===== src/rtl/spi_rd_pkg.sv =====
package spi_rd_pkg;

  parameter int unsigned SPI_ADDR_W = 16;

  typedef enum logic [1:0] {
    PH_CMD  = 2'd0,
    PH_ADDR = 2'd1,
    PH_DATA = 2'd2,
    PH_SKIP = 2'd3
  } phase_t;

  // Is the address inside the burst window [base, base+count)?
  function automatic logic in_window(input logic [SPI_ADDR_W-1:0] a,
                                     input logic [SPI_ADDR_W-1:0] base,
                                     input int unsigned count);
    int unsigned ai;
    int unsigned bi;
    ai = 32'(a);
    bi = 32'(base);
    return (ai >= bi) && (ai < bi + count);
  endfunction

  // Next burst address, wrapping from the top of the window to its base.
  function automatic logic [SPI_ADDR_W-1:0] step_addr(input logic [SPI_ADDR_W-1:0] a,
                                                      input logic [SPI_ADDR_W-1:0] base,
                                                      input int unsigned count);
    if (32'(a) == 32'(base) + count - 1) return base;
    return a + SPI_ADDR_W'(1);
  endfunction

endpackage


===== src/rtl/spi_rd_sync.sv =====
module spi_rd_sync #(
  parameter int unsigned       WIDTH   = 3,
  parameter int unsigned       STAGES  = 2,
  parameter logic [WIDTH-1:0]  RST_VAL = '0
) (
  input  logic             clk,
  input  logic             rst_n,
  input  logic [WIDTH-1:0] d_i,
  output logic [WIDTH-1:0] q_o
);
  logic [WIDTH-1:0] pipe [STAGES];

  for (genvar s = 0; s < STAGES; s++) begin : g_stage
    if (s == 0) begin : g_first
      always_ff @(posedge clk or negedge rst_n)
        if (!rst_n) pipe[0] <= RST_VAL;
        else        pipe[0] <= d_i;
    end else begin : g_next
      always_ff @(posedge clk or negedge rst_n)
        if (!rst_n) pipe[s] <= RST_VAL;
        else        pipe[s] <= pipe[s-1];
    end
  end

  assign q_o = pipe[STAGES-1];
endmodule


===== src/rtl/spi_rd_frame.sv =====
module spi_rd_frame
  import spi_rd_pkg::*;
#(
  parameter int unsigned CMD_W  = 8,
  parameter int unsigned ADDR_W = SPI_ADDR_W
) (
  input  logic              clk,
  input  logic              rst_n,
  input  logic              cs_act_i,
  input  logic              rise_i,
  input  logic              mosi_i,
  output phase_t            phase_o,
  output logic              hdr_done_o,
  output logic [ADDR_W-1:0] hdr_addr_o
);
  localparam int unsigned HDR_W = CMD_W + ADDR_W;
  localparam int unsigned CNT_W = $clog2(HDR_W + 1);

  phase_t            phase;
  logic [CNT_W-1:0]  cnt;
  logic [ADDR_W-2:0] sh;
  logic              in_header;

  assign in_header = (phase == PH_CMD) || (phase == PH_ADDR);

  always_ff @(posedge clk or negedge rst_n) begin
    if (!rst_n) begin
      phase      <= PH_CMD;
      cnt        <= '0;
      sh         <= '0;
      hdr_done_o <= 1'b0;
      hdr_addr_o <= '0;
    end else begin
      hdr_done_o <= 1'b0;
      if (!cs_act_i) begin
        phase <= PH_CMD;
        cnt   <= '0;
      end else if (rise_i && in_header) begin
        sh  <= {sh[ADDR_W-3:0], mosi_i};
        cnt <= cnt + CNT_W'(1);
        // last command bit is bit 0: read request flag
        if (cnt == CNT_W'(CMD_W - 1))
          phase <= mosi_i ? PH_ADDR : PH_SKIP;
        if (cnt == CNT_W'(HDR_W - 1)) begin
          phase      <= PH_DATA;
          hdr_done_o <= 1'b1;
          hdr_addr_o <= {sh, mosi_i};
        end
      end
    end
  end

  assign phase_o = phase;
endmodule


===== src/rtl/spi_rd_fetch.sv =====
module spi_rd_fetch
  import spi_rd_pkg::*;
#(
  parameter int unsigned       ADDR_W    = SPI_ADDR_W,
  parameter logic [ADDR_W-1:0] RES_BASE  = 16'hE880,
  parameter int unsigned       RES_COUNT = 24
) (
  input  logic              clk,
  input  logic              rst_n,
  input  logic              cs_act_i,
  input  logic              start_i,
  input  logic [ADDR_W-1:0] start_addr_i,
  input  logic              adv_i,
  output logic              rd_en_o,
  output logic [ADDR_W-1:0] rd_addr_o,
  output logic              burst_o,
  output logic              ld_o,
  output logic              ld_cur_o
);
  logic              tgt_cur;
  logic              vld1;
  logic              tgt1;
  logic [ADDR_W-1:0] ptr;
  logic              want_next;

  assign want_next = burst_o && ((vld1 && tgt1) || adv_i);

  always_ff @(posedge clk or negedge rst_n) begin
    if (!rst_n) begin
      rd_en_o   <= 1'b0;
      rd_addr_o <= '0;
      tgt_cur   <= 1'b0;
      vld1      <= 1'b0;
      tgt1      <= 1'b0;
      ptr       <= '0;
      burst_o   <= 1'b0;
    end else begin
      rd_en_o <= 1'b0;
      vld1    <= rd_en_o && cs_act_i;
      tgt1    <= tgt_cur;
      if (!cs_act_i) begin
        burst_o <= 1'b0;
      end else if (start_i) begin
        rd_en_o   <= 1'b1;
        rd_addr_o <= start_addr_i;
        tgt_cur   <= 1'b1;
        ptr       <= start_addr_i;
        burst_o   <= in_window(start_addr_i, RES_BASE, RES_COUNT);
      end else if (want_next) begin
        rd_en_o   <= 1'b1;
        rd_addr_o <= step_addr(ptr, RES_BASE, RES_COUNT);
        tgt_cur   <= 1'b0;
        ptr       <= step_addr(ptr, RES_BASE, RES_COUNT);
      end
    end
  end

  assign ld_o     = vld1;
  assign ld_cur_o = tgt1;
endmodule


===== src/rtl/spi_rd_tx.sv =====
module spi_rd_tx #(
  parameter int unsigned DATA_W = 32
) (
  input  logic              clk,
  input  logic              rst_n,
  input  logic              cs_act_i,
  input  logic              fall_i,
  input  logic              data_phase_i,
  input  logic              burst_i,
  input  logic              ld_i,
  input  logic              ld_cur_i,
  input  logic [DATA_W-1:0] ld_data_i,
  output logic              miso_o,
  output logic              oe_o,
  output logic              adv_o,
  output logic              shift_evt_o,
  output logic              swap_o,
  output logic              cur_ok_o,
  output logic              nxt_ok_o
);
  localparam int unsigned IDX_W = $clog2(DATA_W);

  logic [DATA_W-1:0] cur;
  logic [DATA_W-1:0] nxt;
  logic [IDX_W-1:0]  idx;
  logic              done;
  logic              last_bit;

  assign shift_evt_o = fall_i && data_phase_i && !done && cs_act_i;
  assign last_bit    = (idx == IDX_W'(DATA_W - 1));
  assign swap_o      = shift_evt_o && last_bit && burst_i;

  always_ff @(posedge clk or negedge rst_n) begin
    if (!rst_n) begin
      cur      <= '0;
      nxt      <= '0;
      idx      <= '0;
      done     <= 1'b0;
      miso_o   <= 1'b0;
      oe_o     <= 1'b0;
      adv_o    <= 1'b0;
      cur_ok_o <= 1'b0;
      nxt_ok_o <= 1'b0;
    end else begin
      adv_o <= 1'b0;
      if (!cs_act_i) begin
        oe_o     <= 1'b0;
        miso_o   <= 1'b0;
        idx      <= '0;
        done     <= 1'b0;
        cur_ok_o <= 1'b0;
        nxt_ok_o <= 1'b0;
      end else begin
        if (ld_i) begin
          if (ld_cur_i) begin
            cur      <= ld_data_i;
            cur_ok_o <= 1'b1;
          end else begin
            nxt      <= ld_data_i;
            nxt_ok_o <= 1'b1;
          end
        end
        if (shift_evt_o) begin
          miso_o <= cur[IDX_W'(DATA_W - 1) - idx];
          oe_o   <= 1'b1;
          idx    <= idx + IDX_W'(1);
          if (last_bit) begin
            idx <= '0;
            if (burst_i) begin
              cur      <= nxt;
              nxt_ok_o <= 1'b0;
              adv_o    <= 1'b1;
            end else begin
              done <= 1'b1;
            end
          end
        end else if (fall_i && done) begin
          oe_o   <= 1'b0;
          miso_o <= 1'b0;
        end
      end
    end
  end
endmodule


===== src/rtl/spi_burst_reader.sv =====
module spi_burst_reader
  import spi_rd_pkg::*;
#(
  parameter int unsigned           DATA_W      = 32,
  parameter int unsigned           CMD_W       = 8,
  parameter int unsigned           SYNC_STAGES = 2,
  parameter logic [SPI_ADDR_W-1:0] RES_BASE    = 16'hE880,
  parameter int unsigned           RES_COUNT   = 24
) (
  input  logic                  clk,
  input  logic                  rst_n,
  input  logic                  sclk_i,
  input  logic                  cs_n_i,
  input  logic                  mosi_i,
  output logic                  miso_o,
  output logic                  miso_oe_o,
  output logic                  rd_en_o,
  output logic [SPI_ADDR_W-1:0] rd_addr_o,
  input  logic [DATA_W-1:0]     rd_data_i
);
  localparam int unsigned ADDR_W = SPI_ADDR_W;

  logic [2:0]        pins_s;
  logic              sclk_s, cs_n_s, mosi_s;
  logic              sclk_p;
  logic              sclk_rise, sclk_fall, cs_act;
  phase_t            phase;
  logic              hdr_done;
  logic [ADDR_W-1:0] hdr_addr;
  logic              burst, ld, ld_cur, adv;
  logic              shift_evt, swap, cur_ok, nxt_ok;

  spi_rd_sync #(.WIDTH(3), .STAGES(SYNC_STAGES), .RST_VAL(3'b011)) u_sync (
    .clk(clk), .rst_n(rst_n),
    .d_i({mosi_i, cs_n_i, sclk_i}),
    .q_o(pins_s)
  );

  assign {mosi_s, cs_n_s, sclk_s} = pins_s;

  always_ff @(posedge clk or negedge rst_n)
    if (!rst_n) sclk_p <= 1'b1;
    else        sclk_p <= sclk_s;

  assign cs_act    = !cs_n_s;
  assign sclk_rise = cs_act && sclk_s && !sclk_p;
  assign sclk_fall = cs_act && !sclk_s && sclk_p;

  spi_rd_frame #(.CMD_W(CMD_W), .ADDR_W(ADDR_W)) u_frame (
    .clk(clk), .rst_n(rst_n),
    .cs_act_i(cs_act), .rise_i(sclk_rise), .mosi_i(mosi_s),
    .phase_o(phase), .hdr_done_o(hdr_done), .hdr_addr_o(hdr_addr)
  );

  spi_rd_fetch #(.ADDR_W(ADDR_W), .RES_BASE(RES_BASE), .RES_COUNT(RES_COUNT)) u_fetch (
    .clk(clk), .rst_n(rst_n),
    .cs_act_i(cs_act), .start_i(hdr_done), .start_addr_i(hdr_addr), .adv_i(adv),
    .rd_en_o(rd_en_o), .rd_addr_o(rd_addr_o), .burst_o(burst),
    .ld_o(ld), .ld_cur_o(ld_cur)
  );

  spi_rd_tx #(.DATA_W(DATA_W)) u_tx (
    .clk(clk), .rst_n(rst_n),
    .cs_act_i(cs_act), .fall_i(sclk_fall), .data_phase_i(phase == PH_DATA),
    .burst_i(burst), .ld_i(ld), .ld_cur_i(ld_cur), .ld_data_i(rd_data_i),
    .miso_o(miso_o), .oe_o(miso_oe_o), .adv_o(adv),
    .shift_evt_o(shift_evt), .swap_o(swap), .cur_ok_o(cur_ok), .nxt_ok_o(nxt_ok)
  );
endmodule


===== config.mk =====
export PLATFORM = sky130hd
export DESIGN_NAME = spi_burst_reader
export DESIGN_NICKNAME = d
export VERILOG_FILES = /design/src/rtl/spi_rd_pkg.sv /design/src/rtl/spi_rd_sync.sv /design/src/rtl/spi_rd_frame.sv /design/src/rtl/spi_rd_fetch.sv /design/src/rtl/spi_rd_tx.sv /design/src/rtl/spi_burst_reader.sv
export SDC_FILE = /design/constraint.sdc
export NUM_CORES = 1
export LEC_CHECK = 0
export BUFFER_PORTS_ARGS = -buffer_cell sky130_fd_sc_hd__buf_4
export CAP_MARGIN = 25
export CORE_AREA = 2 2 109 111
export CTS_BUF_LIST = sky130_fd_sc_hd__clkbuf_4
export DETAILED_ROUTE_END_ITERATION = 8
export DIE_AREA = 0 0 111 113
export GPL_TIMING_DRIVEN = 0
export PLACE_DENSITY = 0.9
export RECOVER_POWER = 25
export SLEW_MARGIN = 40
export SYNTH_ARGS = -nofsm -noshare
export SYNTH_HDL_FRONTEND = slang
export SYNTH_SLANG_ARGS = --single-unit

===== constraint.sdc =====
create_clock -name clk -period 2.2 [get_ports clk]
set_clock_uncertainty 0.1 [all_clocks]
set_input_delay 0.11 -clock clk [delete_from_list [all_inputs] [get_ports clk]]
set_output_delay 0.11 -clock clk [all_outputs]
set_load 0.05 [all_outputs]

* Yosys cells after proc, flatten, opt, wreduce, memory -nomap -nowiden
Index checks and enable logic that the tools add are counted.
** Storage, ports and cells
- Bits in registers :: 140
- Input bits :: 37
- Output and inout bits :: 19
- Logic and storage cells :: 118
** Operators by class
- $add $sub $neg :: 4
- Order comparisons :: 3
- Equality and inequality tests :: 7
- Muxes and demuxes :: 48
- Bitwise logic cells :: 2
- Reductions and logical operators :: 33
** Operators by type and width (count)
- 32-bit 2-to-1 mux :: 5
- 16-bit 2-to-1 mux :: 4
- 1-bit 2-to-1 mux :: 28
- 5-bit 2-to-1 mux :: 5
- 16-bit by 1-bit adder with 16-bit output (second input constant) :: 1
- 16-bit equality test (second input constant) :: 1
- 16-bit greater-or-equal comparator (second input constant) :: 1
- 16-bit less-than comparator (second input constant) :: 1
- 1-bit logical AND :: 13
- 5-bit by 1-bit adder with 5-bit output (second input constant) :: 2
- 5-bit equality test (second input constant) :: 2
- 2-bit 2-to-1 mux :: 5
- 2-bit nonzero test :: 5
- 3-bit AND reduction :: 3
- 5-bit by 6-bit less-than comparator with 1-bit output (second input constant) :: 1
- 2-bit AND reduction :: 3
- 3-bit nonzero test :: 2
- 1-bit binary-select mux with 5-bit select :: 1
- 5-bit by 3-bit equality test with 1-bit output (second input constant) :: 1
- 5-bit subtractor (first input constant) :: 1
- 1-bit logical NOT :: 4
- 2-bit by 1-bit equality test with 1-bit output (second input constant) :: 1
- 2-bit equality test (second input constant) :: 1
- 2-bit logical NOT :: 1
- 3 further kinds :: 5

* Logic depth before layout (Yosys ltp)
- Depth after elaboration :: 9
- Mapped depth :: 10
- Gate-level depth less buffers :: 7

* Cells and area by module
From an unflattened synthesis, not the netlist that was laid out.
** Second synthesis, totals
- Cell total of the unflattened synthesis :: 537
- Area, all modules :: 6541.3 µm²
** Modules (own cells, without submodules)
- spi_rd_tx :: instances 1, cells each 293, area an instance 3424.5 µm², seq. area each 1876.8 µm²
- spi_rd_frame :: instances 1, cells each 99, area an instance 1561.5 µm², seq. area each 975.9 µm²
- spi_rd_fetch :: instances 1, cells each 131, area an instance 1316.3 µm², seq. area each 525.5 µm²
- spi_rd_sync :: instances 1, cells each 9, area an instance 177.7 µm², seq. area each 155.1 µm²
- spi_burst_reader :: instances 1, cells each 5, area an instance 61.3 µm², seq. area each 26.3 µm²

* Worst setup path before layout
Ideal clock, no wire load.
- Path kind :: flip-flop to flip-flop
- From :: reg u_fetch.ptr[0]
- To :: reg u_fetch.ptr[13]
- Setup time :: 0.137 ns
- Data arrival time :: 2.041 ns
- Required time :: 1.963 ns
- Path slack :: -0.078 ns
- Cell stages (with the launch flop) :: 8
- Path buffers :: 1
- Cell sequence :: dfrtp_1 > ha_1 > and3_1 > a41o_1 > or3_1 > buf_2 > nor4_1 > a211oi_1
** Between the ends
- Longest elaborated chain between the ends :: 8
- Elaborated cells on any way between the ends :: 9
- Classes of those cells :: add/sub (1); eq/ne (1); mux (7)
** RTL lines
- start, declared :: RTL line spi_rd_fetch.sv:23 : logic [ADDR_W-1:0] ptr;
- start signal, assigned :: RTL line spi_rd_fetch.sv:47 : ptr <= start_addr_i;
- start signal, assigned :: RTL line spi_rd_fetch.sv:53 : ptr <= step_addr(ptr, RES_BASE, RES_COUNT);
- 16-bit equality test :: RTL line spi_rd_pkg.sv:27 : if (32'(a) == 32'(base) + count - 1) return base;
- 1-bit 2-to-1 mux :: RTL line spi_rd_pkg.sv:27
- 1-bit 2-to-1 mux :: RTL line spi_rd_fetch.sv:49 : end else if (want_next) begin
- 1-bit 2-to-1 mux :: RTL line spi_rd_fetch.sv:43 : end else if (start_i) begin
- 1-bit 2-to-1 mux :: RTL line spi_rd_fetch.sv:41 : if (!cs_act_i) begin
- 16-bit 2-to-1 mux (*) :: RTL line spi_rd_pkg.sv:28 : return a + SPI_ADDR_W'(1);
- 16-bit 2-to-1 mux (*) :: RTL line spi_rd_fetch.sv:49
- 16-bit 2-to-1 mux (*) :: RTL line spi_rd_fetch.sv:43
Every way passes the cells marked *; elsewhere a longest branch is shown, timed or not. The select of a mux whose other input is x is not followed.
A chain may end at the register's enable or synchronous reset.

* Final worst setup path
- From :: reg u_tx.idx[0]
- To :: reg u_tx.cur[17]
** Between the ends
- Longest elaborated chain between the ends :: 3
** RTL lines
- start, declared :: RTL line spi_rd_tx.sv:25 : logic [IDX_W-1:0] idx;
- start signal, assigned :: RTL line spi_rd_tx.sv:66 : idx <= idx + IDX_W'(1);
- 5-bit equality test :: RTL line spi_rd_tx.sv:30 : assign last_bit = (idx == IDX_W'(DATA_W - 1));
- 32-bit 2-to-1 mux :: RTL line spi_rd_tx.sv:67 : if (last_bit) begin
- 32-bit 2-to-1 mux :: RTL line spi_rd_tx.sv:63 : if (shift_evt_o) begin
- end signal, assigned :: RTL line spi_rd_tx.sv:56 : cur <= ld_data_i;
- end signal, assigned :: RTL line spi_rd_tx.sv:70 : cur <= nxt;
- end, declared :: RTL line spi_rd_tx.sv:23 : logic [DATA_W-1:0] cur;
Every way passes these cells.

==> results.md <==
* Final setup viols at 6
* First-pass GRT wire length at about 25 mm
* Buffers added on ports at 55
* Peak VDD IR at 0.350 mV
* CTS Sinks at 140
* CTS tree: done
* Period minus WS final at between 2 and 2.5 ns
* Detailed-route via count at around 5200
* Post-synthesis cell count at approximately 530
* Cell Area, Synth at 6250 um2
* Final wirelength at 17.7 mm
* Initial Utilization at between 50% and 60%
* Worst setup margin at -0.101 ns
* Comb power frac at under 10%
* P per Cell Area at 561 nW/um2
* Root buf cell: clkbuf_4
* CTS H-Tree Depth at 4
* Hold Violations, Final at 0
* Number of flops mapped to enable cells by yosys at 0
* DP Area at slightly below 7000 um2
* Clock edge transition at the registers on the reported setup and hold paths at 0.12 ns
* Slew HR at roughly a quarter
* Int Power at approximately 0.0033 W
* Critical Path RT at 2.52 ns
* Max clock buf depth at 2
* Synthesized flop and latch total at 140
* Max-capacitance violation count at 0
* Critical path class: reg -> reg
* Crit. End Element: register
* Pleak at 3.60 nW
* Fmax at ~430 MHz
* Final Cell Area at 7830 um2
* Total GRT Usage at between 20% and 30%
* Slew Limit Fails at 0
* Die Area at between 10000 and 15000 um2
* I/O pin cnt at 56
* Post-synthesis sequential area ratio at between 50% and 60%
* Vias in the first global route at between 4000 and 5000
* Post-synthesis cell type count at 58
* Violated checks: design-rule violations, negative setup slack
* Initial drt markers at 828
* Sw Share at between 20 and 25%
* Die height at around 110 um
* P_sw at ~0.0011 W
* Async S/R FF share, synth at 100%
* Min-Delay Path Class: in -> reg
* Worst setup SP type: register
* ANT cells at 0
* # DRC at 3
* Final period utilization at 105%
* Wire per inst at roughly 22 um
* Mapped Nets at ~570
* Most frequent cells in the layout: dfrtp_1 (131), buf_4 (63), nand2_1 (60)
* Status: complete, but fails checks
* Primary FF master, synth: dfrtp_1
* First-pass detailed-route iteration total at 9
* Warnings, synthesis at 0
* Vias/cell at 6.47
* RSZ-0062 raised after global routing: yes
* Synth Area per Inst at 11.8 um2
* Routability cong. at around 0.9
* Clock network power share at between 30% and 40%
* Largest net degree at the start of global routing at a little under 80
* Post-DP HPWL at between 10 and 15 mm
* Commonest non-fill, non-tap cell in the layout: dfrtp_1
* Crit path max fanout at 10
* Worst-margin pin slew at around 1.1 ns
* Row count at 39
* Num CTS Buffers at 17
* DIE WIDTH at between 100 and 150 um
* Core box area at around 11000 um2
* Final ANT Viol Nets at 0
* Worst-Skew Late Latency at between 0.5 and 0.6 ns
* Nets at approximately 700
* Layout cells sized above 1 at around a third
* Sequential share of power at 61.8%
* CP arrival at ~2.6 ns
* Layout area overhead at 25.2%
* Grt ovf at 0
* Antenna violations before repair at 0
* Fin util at about 69%
==> power groups by stage <==
| stage | combinational [W] | clock (W) | sequential [W] |
|---|---|---|---|
| 6_report | 0.000287 | 0.00139 | 0.00272 |
| 5_1_grt | 0.000313 | 0.00152 | 0.00273 |
| 3_3_place_gp | 0.000204 | 0 | 0.00276 |
| 2_1_floorplan | 0.0000913 | 0 | 0.00274 |
| 4_1_cts | 0.000290 | 0.00138 | 0.00272 |
| 3_5_place_dp | 0.000235 | 0 | 0.00277 |
==> stage by stage <==
step	hold WS, ns	setup TNS, ns	cells	total power, W	setup slack (ns)
finish	0.120	-0.193	808	0.00439	-0.101
global route	0.0897	-0.758	808	0.00456	-0.101
CTS	0.0234	-0.312	799	0.00439	-0.0377
detailed placement	-0.183	-13.86	731	0.00300	-0.383
global placement	0.121	-8.26	729	0.00296	-0.195
floorplan	-0.286	0	531	0.00283	0.0392
==> repair_timing <==
action,CTS,global route
resized for setup,31,47
endpoints found under the hold margin,207,0
pin swaps,0,5
endpoints found under the setup margin,77,48
buffers inserted,1,9
hold buffers,37,0
gates cloned,0,2
==> routing by layer <==
metal	vias up	track usage, %	share of wire [%]
li1	2185	-	-
met1	2580	32.0	37
met2	373	43.3	51
met3	89	5.57	7.9
met4	0	10.9	4.3
met5	-	0	0
==> flip-flops by register name, summed over array words and instances, names as in the netlist, 2 cells and up <==
signal	count
u_fetch.ptr	16
u_frame.cnt	5
u_frame.hdr_addr_o	16
u_frame.phase_o	2
u_frame.sh	15
u_sync.pipe	3
u_sync.q_o	3
u_tx.cur	32
u_tx.idx	5
u_tx.nxt	32
==> layout make-up <==
| type | count | area (um2) |
|---|---|---|
| Tap cell | 143 | 179 |
| Clock inverter | 9 | 50.0 |
| Clock buffer | 22 | 165 |
| Fill cell | 670 | 3450 |
| Inverter | 12 | 45.0 |
| Sequential cell | 140 | 3510 |
| Timing Repair Buffer | 106 | 946 |
| Multi-Input combinational cell | 347 | 2740 |
| Buffer | 29 | 191 |
==> cell usage after synthesis (3+ instances only) <==
library cell  number  area share [%]
o311ai_0           4            0.56
o311ai_1           4            0.56
nor2b_1            3            0.30
nand4_1            5            0.50
mux4_2             4             1.4
nand3b_1           3            0.36
nand2_1           60             3.6
nor2_1            20             1.2
o21ai_0           49             3.9
a22oi_1           34             4.1
dfstp_2            5             2.1
dfrtp_1          135              54
and3_1             3            0.30
a21oi_1           13             1.0
mux2_2            55             9.9
inv_1             12            0.72
a21o_1             4            0.48
buf_2             14             1.1
nand3_1           10            0.80
nor4_1             3            0.30
mux2_4             9             2.2
a31oi_1            3            0.30
clkbuf_1          14            0.84
ha_1               4            0.80
mux2i_1           17             2.7
and2_1             4            0.40
==> critical path, cell delays in order (launching register included) <==
cell and delay [ns]:
dfrtp_1 0.40, ha_2 0.22, and3_4 0.19, ha_4 0.16, and4_4 0.24, buf_6 0.15, nor2b_4 0.05, buf_6 0.13
buf_6 0.14, a22oi_1 0.25, o21ai_0 0.14
==> cell families after synthesis <==
kind of cell	count (synthesis)	share of synthesized area [%]
AOI/OAI and AO/OA	127	13.0
adders and majority gates	4	0.800
buffers and inverters	44	3.16
and+or+nand+nor	128	10.2
xor gates and xnor gates	3	0.420
DFF	140	56.1
muxes	85	16.2
==> path summary, 6_finish.rpt <==
path	start	to	slack, ns	cells past startpoint
max in group asynchronous	rst_n	u_tx.idx[1]	0.72	4
worst max register to register	u_tx.idx[0]	u_tx.cur[17]	-0.10	10
worst min-delay path	sclk_i	u_sync.pipe[3]	0.12	2
worst max-delay path	u_tx.idx[0]	u_tx.cur[17]	-0.10	10
worst min register to register	u_sync.pipe[5]	u_sync.q_o[2]	0.26	0
min in group asynchronous	rst_n	u_fetch.ptr[3]	0.45	3
Power figures use the tool's default switching activity.
